===== config.mk =====
export PLATFORM = sky130hd
export DESIGN_NAME = sec_lock_ctrl
export DESIGN_NICKNAME = d
export VERILOG_FILES = /design/src/rtl/sec_lock_pkg.sv /design/src/rtl/sec_lock_nvbit.sv /design/src/rtl/sec_lock_eraser.sv /design/src/rtl/sec_lock_store.sv /design/src/rtl/sec_lock_ctrl.sv
export SDC_FILE = /design/constraint.sdc
export NUM_CORES = 1
export LEC_CHECK = 0
export ABC_CLOCK_PERIOD_IN_PS = 3300
export BUFFER_PORTS_ARGS = -buffer_cell sky130_fd_sc_hd__buf_2
export CAP_MARGIN = 20
export CORE_MARGIN = 2
export CORE_UTILIZATION = 30
export CTS_BUF_LIST = sky130_fd_sc_hd__clkbuf_8 sky130_fd_sc_hd__clkbuf_16
export CTS_CLUSTER_SIZE = 10
export DETAILED_ROUTE_END_ITERATION = 12
export GPL_TIMING_DRIVEN = 0
export SYNTH_ARGS = -nofsm -noshare
export SYNTH_HDL_FRONTEND = slang
export SYNTH_HIERARCHICAL = 1
export SYNTH_SLANG_ARGS = --single-unit
export TNS_END_PERCENT = 50

===== constraint.sdc =====
create_clock -name clk -period 3.3 [get_ports clk]
set_input_delay 0.165 -clock clk [delete_from_list [all_inputs] [get_ports clk]]
set_output_delay 0.165 -clock clk [all_outputs]
set_load 0.02 [all_outputs]

===== src/rtl/sec_lock_pkg.sv =====
package sec_lock_pkg;
  typedef enum logic [1:0] {
    OP_READ  = 2'd0,
    OP_WRITE = 2'd1,
    OP_LOCK  = 2'd2,
    OP_RSVD  = 2'd3
  } pg_op_e;
endpackage


===== src/rtl/sec_lock_nvbit.sv =====
module sec_lock_nvbit (
  input  logic clk,
  input  logic set_i,
  input  logic clr_i,
  output logic locked_o
);
  // Nonvolatile cell: power-up value only, no link to the system reset.
  logic locked_q = 1'b0;

  always_ff @(posedge clk) begin
    if (clr_i)      locked_q <= 1'b0;
    else if (set_i) locked_q <= 1'b1;
  end

  assign locked_o = locked_q;
endmodule


===== src/rtl/sec_lock_eraser.sv =====
module sec_lock_eraser #(
  parameter int AW = 6
) (
  input  logic          clk,
  input  logic          rst,
  input  logic          start_i,
  output logic          busy_o,
  output logic [AW-1:0] idx_o,
  output logic          last_o
);
  localparam logic [AW-1:0] LAST = {AW{1'b1}};

  logic          busy_q;
  logic [AW-1:0] idx_q;

  always_ff @(posedge clk) begin
    if (rst) begin
      busy_q <= 1'b0;
      idx_q  <= '0;
    end else if (!busy_q) begin
      if (start_i) begin
        busy_q <= 1'b1;
        idx_q  <= '0;
      end
    end else begin
      if (idx_q == LAST) busy_q <= 1'b0;
      idx_q <= idx_q + 1'b1;
    end
  end

  assign busy_o = busy_q;
  assign idx_o  = idx_q;
  assign last_o = busy_q && (idx_q == LAST);


  erase_step_chk: assert property (@(posedge clk) disable iff (rst)
    (busy_o && !last_o) |=> (busy_o && idx_o == $past(idx_o) + 1'b1));


  erase_end_chk: assert property (@(posedge clk) disable iff (rst)
    last_o |=> !busy_o);
endmodule


===== src/rtl/sec_lock_store.sv =====
module sec_lock_store #(
  parameter int AW    = 6,
  parameter int DW    = 8,
  parameter bit HAS_B = 1'b1
) (
  input  logic          clk,
  input  logic          we,
  input  logic [AW-1:0] waddr,
  input  logic [DW-1:0] wdata,
  input  logic          re_a,
  input  logic [AW-1:0] raddr_a,
  output logic [DW-1:0] rdata_a,
  input  logic          re_b,
  input  logic [AW-1:0] raddr_b,
  output logic [DW-1:0] rdata_b
);
  localparam int DEPTH = 2 ** AW;

  logic [DW-1:0] mem [DEPTH];
  logic [DW-1:0] rd_a_q;

  always_ff @(posedge clk) begin
    if (we) mem[waddr] <= wdata;
  end

  always_ff @(posedge clk) begin
    if (re_a) rd_a_q <= mem[raddr_a];
  end
  assign rdata_a = rd_a_q;

  generate
    if (HAS_B) begin : g_port_b
      logic [DW-1:0] rd_b_q;
      always_ff @(posedge clk) begin
        if (re_b) rd_b_q <= mem[raddr_b];
      end
      assign rdata_b = rd_b_q;
    end else begin : g_no_port_b
      logic unused_b;
      assign unused_b = re_b ^ (^raddr_b);
      assign rdata_b  = '0;
    end
  endgenerate
endmodule


===== src/rtl/sec_lock_ctrl.sv =====
module sec_lock_ctrl
  import sec_lock_pkg::*;
#(
  parameter int MEM_AW = 6,
  parameter int CFG_AW = 4,
  parameter int DATA_W = 8
) (
  input  logic              clk,
  input  logic              rst,
  input  logic              pg_req,
  input  logic [1:0]        pg_op,
  input  logic              pg_sel_cfg,
  input  logic [MEM_AW-1:0] pg_addr,
  input  logic [DATA_W-1:0] pg_wdata,
  output logic              pg_grant,
  output logic              pg_deny,
  output logic              pg_rvalid,
  output logic [DATA_W-1:0] pg_rdata,
  input  logic              hs_rd,
  input  logic [MEM_AW-1:0] hs_addr,
  output logic              hs_rvalid,
  output logic [DATA_W-1:0] hs_rdata,
  input  logic              hr_rd,
  input  logic              hr_wr,
  input  logic [DATA_W-1:0] hr_wdata,
  output logic [DATA_W-1:0] hr_rdata,
  input  logic              chip_erase,
  output logic              erase_busy
);
  localparam logic [DATA_W-1:0] BLANK = {DATA_W{1'b1}};

  initial begin
    if (CFG_AW > MEM_AW) $error("CFG_AW must not exceed MEM_AW");
  end

  // ---------------- lock cell and erase sweep ----------------
  logic              locked;
  logic              busy;
  logic              sweep_last;
  logic [MEM_AW-1:0] sweep_idx;
  logic              lock_set;

  sec_lock_eraser #(.AW(MEM_AW)) u_eraser (
    .clk     (clk),
    .rst     (rst),
    .start_i (chip_erase),
    .busy_o  (busy),
    .idx_o   (sweep_idx),
    .last_o  (sweep_last)
  );

  sec_lock_nvbit u_lock (
    .clk      (clk),
    .set_i    (lock_set),
    .clr_i    (sweep_last),
    .locked_o (locked)
  );

  // ---------------- programmer access decision ----------------
  pg_op_e op;
  logic   open_ok, rd_ok, wr_ok, refuse, is_rd;

  assign op      = pg_op_e'(pg_op);
  assign open_ok = pg_req && !rst && !locked && !busy;
  assign rd_ok   = open_ok && (op == OP_READ);
  assign wr_ok   = open_ok && (op == OP_WRITE);
  assign lock_set = open_ok && (op == OP_LOCK);
  assign is_rd   = pg_req && !rst && (op == OP_READ);
  assign refuse  = pg_req && !rst && !(rd_ok || wr_ok || lock_set);

  // ---------------- storage ----------------
  logic [DATA_W-1:0] mem_rd_a, mem_rd_b, cfg_rd_a, cfg_unused_rd;

  sec_lock_store #(.AW(MEM_AW), .DW(DATA_W), .HAS_B(1'b1)) u_mem (
    .clk     (clk),
    .we      (busy || (wr_ok && !pg_sel_cfg)),
    .waddr   (busy ? sweep_idx : pg_addr),
    .wdata   (busy ? BLANK : pg_wdata),
    .re_a    (rd_ok && !pg_sel_cfg),
    .raddr_a (pg_addr),
    .rdata_a (mem_rd_a),
    .re_b    (hs_rd),
    .raddr_b (hs_addr),
    .rdata_b (mem_rd_b)
  );

  sec_lock_store #(.AW(CFG_AW), .DW(DATA_W), .HAS_B(1'b0)) u_cfg (
    .clk     (clk),
    .we      (busy || (wr_ok && pg_sel_cfg)),
    .waddr   (busy ? sweep_idx[CFG_AW-1:0] : pg_addr[CFG_AW-1:0]),
    .wdata   (busy ? BLANK : pg_wdata),
    .re_a    (rd_ok && pg_sel_cfg),
    .raddr_a (pg_addr[CFG_AW-1:0]),
    .rdata_a (cfg_rd_a),
    .re_b    (1'b0),
    .raddr_b ({CFG_AW{1'b0}}),
    .rdata_b (cfg_unused_rd)
  );

  // ---------------- registered responses ----------------
  logic grant_q, deny_q, rvalid_q, rd_refused_q, sel_cfg_q, hs_rvalid_q;
  logic [DATA_W-1:0] status_q;

  always_ff @(posedge clk) begin
    if (rst) begin
      grant_q      <= 1'b0;
      deny_q       <= 1'b0;
      rvalid_q     <= 1'b0;
      rd_refused_q <= 1'b0;
      sel_cfg_q    <= 1'b0;
      hs_rvalid_q  <= 1'b0;
      status_q     <= '0;
    end else begin
      grant_q      <= rd_ok || wr_ok || lock_set;
      deny_q       <= refuse;
      rvalid_q     <= is_rd;
      rd_refused_q <= is_rd && !rd_ok;
      sel_cfg_q    <= pg_sel_cfg;
      hs_rvalid_q  <= hs_rd;
      if (hr_rd) status_q <= {{(DATA_W-1){1'b0}}, locked};
    end
  end

  // Host status writes reach nothing: the lock is read-only from the host.
  logic unused_hr;
  assign unused_hr = hr_wr ^ (^hr_wdata) ^ (^cfg_unused_rd);

  assign pg_grant   = grant_q;
  assign pg_deny    = deny_q;
  assign pg_rvalid  = rvalid_q;
  assign pg_rdata   = rd_refused_q ? BLANK : (sel_cfg_q ? cfg_rd_a : mem_rd_a);
  assign hs_rvalid  = hs_rvalid_q;
  assign hs_rdata   = mem_rd_b;
  assign hr_rdata   = status_q;
  assign erase_busy = busy;


  locked_deny_chk: assert property (@(posedge clk) disable iff (rst)
    (pg_req && locked) |=> (pg_deny && !pg_grant));


  deny_ones_chk: assert property (@(posedge clk) disable iff (rst)
    (pg_rvalid && pg_deny) |-> (pg_rdata == BLANK));


  lock_source_chk: assert property (@(posedge clk) disable iff (rst)
    $rose(locked) |-> $past(pg_req && pg_op == OP_LOCK && !busy));


  host_wr_keep_chk: assert property (@(posedge clk) disable iff (rst)
    (hr_wr && !lock_set && !sweep_last) |=> (locked == $past(locked)));


  busy_deny_chk: assert property (@(posedge clk) disable iff (rst)
    (pg_req && busy) |=> pg_deny);
endmodule


==> results_dict.tcl, run 1 <==
set metrics [dict create \
    insertion_delay_ns 0.64 \
    tightest_slew_ns 1.083 \
    wire_per_inst_um 29.52 \
    cts-buffers-inserted 80 \
    finalSetupViolCount 283 \
    core_um2 101400 \
    fin_setup_tns_ns -39.73 \
    final_cells 3129 \
    clk_pin_slew_worst_paths_ns 0.06 \
    min_path_type "in2reg" \
    drt_iter0_drc 2699 \
    cellPowerDensity_nw_per_um2 541.2 \
    rsz0062_at_grt "yes" \
    startpoint_type "register" \
    dr.pass1.iters 6 \
    start_util_pct 30.17 \
    dp.cells 2985 \
    io_pins 67 \
    final_hold_viol_count 0 \
    post-route-util_pct 35.11 \
    yosys_warnings 6 \
    drive_gt1_share_pct 33.94 \
    antenna_found_initial 6 \
    cp.arrival_ns 3.89 \
    cts_tree "built" \
    cap_violations 0 \
    worst_hold_slack_ns 0.003610 \
    cts_root_buf "clkbuf_16" \
    via_count 17710 \
    rows 117 \
    syn_inst 1549 \
    status "complete, but fails checks" \
    grt_pass1_wl_mm 130.5 \
    clock_sinks 679 \
    first_global_vias 17790 \
    nNetsFinal 1760 \
    failed_checks "negative setup slack" \
    dieArea_um2 104600 \
    r2r-start "u_eraser/busy_o" \
    fp.dieH_um 323.4 \
    die_w_um 323.4 \
    place_ws_ns -0.3681 \
    max_clock_freq_mhz 275.0 \
    dpl_cell_area_um2 32840 \
    area_growth_syn_to_layout_pct 16.39 \
    worst_ep_required_time_ns 3.56 \
    avgSynthCellArea_um2 19.76 \
    gr-total-overflow 0 \
    startpoint "u_eraser/busy_o" \
    worstSetupPathType "reg2reg" \
    routed_wl_mm 92.38 \
    clockBufferDepth 3 \
    remaining_drc_errors 0 \
    skew_ns 0.02196 \
    stdcell_area_um2 35620 \
    timing.final.max_slew_violations 0 \
    hpwl_mm 63.43 \
    p_total_mw 19.28 \
    synth_area_um2 30610 \
    grt_max_degree 81 \
    min_period_ns 3.637 \
    htreeDepth 3 \
    hp-start "hs_rd" \
    peakVddDrop_uv 360.3 \
    setup_slack_ns -0.3366 \
    drt.antenna.violating_nets 0 \
    via_per_inst 5.659 \
    grtUsageTotal_pct 17.59 \
    p_leak_nw 11.20 \
    slew_headroom_pct 27.79 \
    gp_congestion 0.9259 \
    period_share_pct 110.2 \
    critPathMaxFanout 10 \
    cp-end-kind "register" \
    io_buffers 44 \
]
==> routing by layer <==
metal,share of wire (%),routed length (um),GRT usage [%]
met4,3.9,3570,6.605
met3,8.9,8263,3.412
met2,49,44840,28.71
met5,0,0,0
met1,39,35710,23.28
==> state kept, by name (all words and copies together), names as in the netlist, 6 cells and up <==
name and flops:
u_mem/mem 512, u_mem/rdata_a 8, u_cfg/mem 128, u_mem/rdata_b 8, u_cfg/rdata_a 8, u_eraser/idx_o 6
==> area by class of cell <==
cell class                 count  area, um^2
tap                         1368        1712
inverter                       8       30.03
clock inverter                38       307.8
buffer                       115       638.1
clock buffer                  82        2029
sequential                   679       20240
multi-input combinational    753        9942
fill                        9338       65830
antenna                        2       5.005
timing repair buffer          84       719.4
==> power breakdown <==
part	leakage (nW)	internal [mW]	switching (mW)	total, mW
Combinational	3.94	0.618	1.09	1.70
Clock	1.22	4.45	3.51	7.96
Sequential	6.04	9.59	0.0286	9.62
Total	11.2	14.7	4.62	19.3
==> worst max-delay path: stages (launching register included) <==
cell and delay (ns):
dfxtp_1 0.40, buf_6 0.20, nor4b_1 0.56, a31o_2 0.41
nor2b_1 0.31, nand3_1 0.60, nor2_2 0.75
==> path summary, 6_finish.rpt <==
kind	endpoint	slack, ns	depth (start not counted)
max reg2reg	u_mem/mem[30][3]	-0.34	6
min	u_mem/rdata_b[7]	0.004	1
max	u_mem/mem[30][3]	-0.34	6
min reg2reg	u_eraser/idx_o[3]	0.56	2
==> placed cells by master, fill, tap and decap left out, types with 8 or more instances in the layout <==
cell type      instances
edfxtp_1             664
mux4_2               288
mux2_2                 8
a21oi_1               17
mux4_1                14
nand2_1               39
nand3_1               22
buf_6                 10
buf_1                 12
mux2i_1               68
a211o_1                8
nor2_2                46
nand2b_1               9
a22oi_1               30
nor2_1                38
nor2b_1               17
dfxtp_1               15
dlygate4sd3_1         15
nor2_4                12
o21ai_0               18
clkbuf_16             80
buf_2                 83
inv_1                 33
clkbuf_1              35
nor3_1                 9
buf_4                 28
o22ai_1               20
==> repair_timing <==
action / CTS / global route
hold buffers: 15 / 0
setup endpoints to repair: 424 / 403
gates cloned: 0 / 0
endpoints found under the hold margin: 29 / 0
setup buffers: 0 / 6
resized for setup: 34 / 37
pin swaps: 0 / 3
Power figures use the tool's default switching activity.
==> run 2: changes to the inputs <==
--- a/config.mk
+++ b/config.mk
@@ -6,13 +6,13 @@
 export NUM_CORES = 1
 export LEC_CHECK = 0
 export ABC_CLOCK_PERIOD_IN_PS = 3300
-export BUFFER_PORTS_ARGS = -buffer_cell sky130_fd_sc_hd__buf_2
 export CAP_MARGIN = 20
 export CORE_MARGIN = 2
 export CORE_UTILIZATION = 30
 export CTS_BUF_LIST = sky130_fd_sc_hd__clkbuf_8 sky130_fd_sc_hd__clkbuf_16
 export CTS_CLUSTER_SIZE = 10
 export DETAILED_ROUTE_END_ITERATION = 12
+export DONT_BUFFER_PORTS = 1
 export GPL_TIMING_DRIVEN = 0
 export SYNTH_ARGS = -nofsm -noshare
 export SYNTH_HDL_FRONTEND = slang
==> run 2 against run 1 <==
Compared with the run above: the run still ends with negative setup slack left; clock power fell by 2.6%; critical endpoint is now u_mem/mem[24][0]; non-clock buffer count down 39; register-to-register slack improved by 0.05 ns; core utilization is 0.11 points lower; maximum frequency increased by 1.4%; sequential cell count unchanged; count of clock-buffer cells in the layout fell by 3; largest power group unchanged; clock skew up 0.0050 ns; routed wire length shrank 0.34%.
==> results_dict.tcl, run 2 (synthesis results as in run 1) <==
set metrics [dict create \
    area_growth_syn_to_layout_pct 16.01 \
    path_cells "buf_6 -> nor4b_1 -> a31o_2 -> nor2b_1 -> nand2_1 -> nor2_2" \
    io_buffers 0 \
    min_path_type "in2reg" \
    rsz0062_at_grt "yes" \
    use_met3_pct 3.850 \
    cts_root_buf "clkbuf_16" \
    fp.dieH_um 323.4 \
    peakVddDrop_uv 367.1 \
    status "complete, but fails checks" \
    cts-buffers-inserted 78 \
    timing.final.max_slew_violations 0 \
    cellPowerDensity_nw_per_um2 535.9 \
    io_pins 67 \
    clock_sinks 679 \
    tightest_slew_ns 1.200 \
    htreeDepth 3 \
    gp_congestion 0.9219 \
    insertion_delay_ns 0.64 \
    skew_ns 0.02693 \
    setup_slack_ns -0.2856 \
    drt.antenna.violating_nets 0 \
    nNetsFinal 1719 \
    startpoint_type "register" \
    drive_gt1_share_pct 32.81 \
    start_util_pct 30.17 \
    finalSetupViolCount 194 \
    via_per_inst 5.617 \
    worstSetupPathType "reg2reg" \
    clockBufferDepth 3 \
    final_common_cell "edfxtp_1" \
    use_met2_pct 28.06 \
    final_hold_viol_count 0 \
    regMostFlops "u_mem/mem" \
    grt.busiest_layer "met2" \
    min_period_ns 3.586 \
    cap_violations 0 \
    max_clock_freq_mhz 278.9 \
    critPathMaxFanout 10 \
    hpwl_mm 63.07 \
    period_share_pct 108.7 \
    place_ws_ns -0.3394 \
    dieArea_um2 104600 \
    failed_checks "negative setup slack" \
    clk_pin_slew_worst_paths_ns 0.05 \
    largest_reg_flops 512 \
    grtUsageTotal_pct 17.56 \
    drt_iter0_drc 2106 \
    grt_max_degree 81 \
    slew_headroom_pct 20.01 \
    worst_ep_required_time_ns 3.56 \
    use_met1_pct 23.45 \
    antenna_found_initial 4 \
    critical_path.top_delay_family "simple AND/OR/NAND/NOR gates" \
    gr-total-overflow 0 \
    rows 117 \
    dr.pass1.iters 5 \
    cp.arrival_ns 3.84 \
    critPathSlowestCell "nor2_2" \
    top_regs "u_mem/mem x512, u_cfg/mem x128" \
    layout_common_cells "edfxtp_1 (664), mux4_2 (288), clkbuf_16 (78), mux2i_1 (68), nand2_1 (39)" \
    remaining_drc_errors 0 \
    first_global_vias 17440 \
    dpl_cell_area_um2 32680 \
    critPathMaxStageDelay_ns 0.70 \
    crit_buf_inv 1 \
    cp-end-kind "register" \
    diodes 0 \
    routed_wl_mm 92.06 \
    grt_pass1_wl_mm 129.9 \
    stdcell_area_um2 35510 \
    p_leak_nw 11.02 \
    wire_per_inst_um 29.88 \
    cts_tree "built" \
    die_w_um 323.4 \
    core_um2 101400 \
    via_count 17310 \
]
==> run 2: cell types whose count changed in the layout (fill, tap and decap cells not counted), sizes merged <==
cell         previous run  this run
clkinv                  9         7
clkinvlp                1         0
diode                   2         0
inv                    36        35
clkbuf                117       114
dlygate4sd3            15        12
buf                   146       110
==> run 2: layout make-up <==
| cell class | instances | area [um^2] |
|---|---|---|
| Clock buffer | 79 | 1966 |
| Inverter | 8 | 30.03 |
| Sequential cell | 679 | 20240 |
| Tap cell | 1368 | 1712 |
| Buffer | 115 | 638.1 |
| Multi-Input combinational cell | 753 | 10050 |
| Fill cell | 9336 | 65940 |
| Timing Repair Buffer | 45 | 583.1 |
| Clock inverter | 34 | 287.8 |
==> run 2: final timing paths <==
check / startpoint / to / slack, ns / cells after the start
worst max-delay path: u_eraser/busy_o / u_mem/mem[24][0] / -0.29 / 6
worst min-delay path: pg_addr[1] / u_cfg/rdata_a[7] / 0.03 / 3
worst max register to register: u_eraser/busy_o / u_mem/mem[24][0] / -0.29 / 6
worst min register to register: u_eraser/idx_o[3] / u_eraser/idx_o[3] / 0.54 / 2
==> run 2: per-layer routing <==
metal  part of all wire (%)  routed length (um)
met5                  0.030                  28
met4                    3.8                3513
met3                    9.4                8674
met2                     48               44020
met1                     39               35830
==> run 2: timing repair <==
item                                    in CTS  in global routing
pin swaps                                    1                  7
gates cloned                                 0                  0
hold endpoints to repair                    40                  0
buffers inserted                             2                  8
gates resized for setup                     54                 36
hold buffers                                12                  0
endpoints found under the setup margin     455                413
==> run 2: stage by stage <==
stage	hold slack [ns]	power (mW)	instances	utilization (%)	TNS, ns
after floorplan	0.2341	10.77	1555	-	0
after global placement	0.2395	11.34	2923	31.88	-66.83
after detailed placement	0.2409	11.39	2946	32.21	-89.89
after CTS	0.009936	19.12	3073	34.71	-37.22
after global routing	0.02279	19.56	3081	35.00	-41.78
final	0.02703	19.03	3081	35.00	-25.01
==> run 2: worst min-delay path: stages <==
cell	delay, ns
mux4_2	0.16
a22oi_1	0.14
nand2_1	0.10
==> run 2: where the power goes <==
part	switching (mW)	leakage (nW)	internal, mW	total, mW
sequential	0.0521	6.04	9.59	9.65
clock	3.44	1.18	4.31	7.75
combinational	1.04	3.80	0.592	1.64
total	4.53	11.0	14.5	19.0
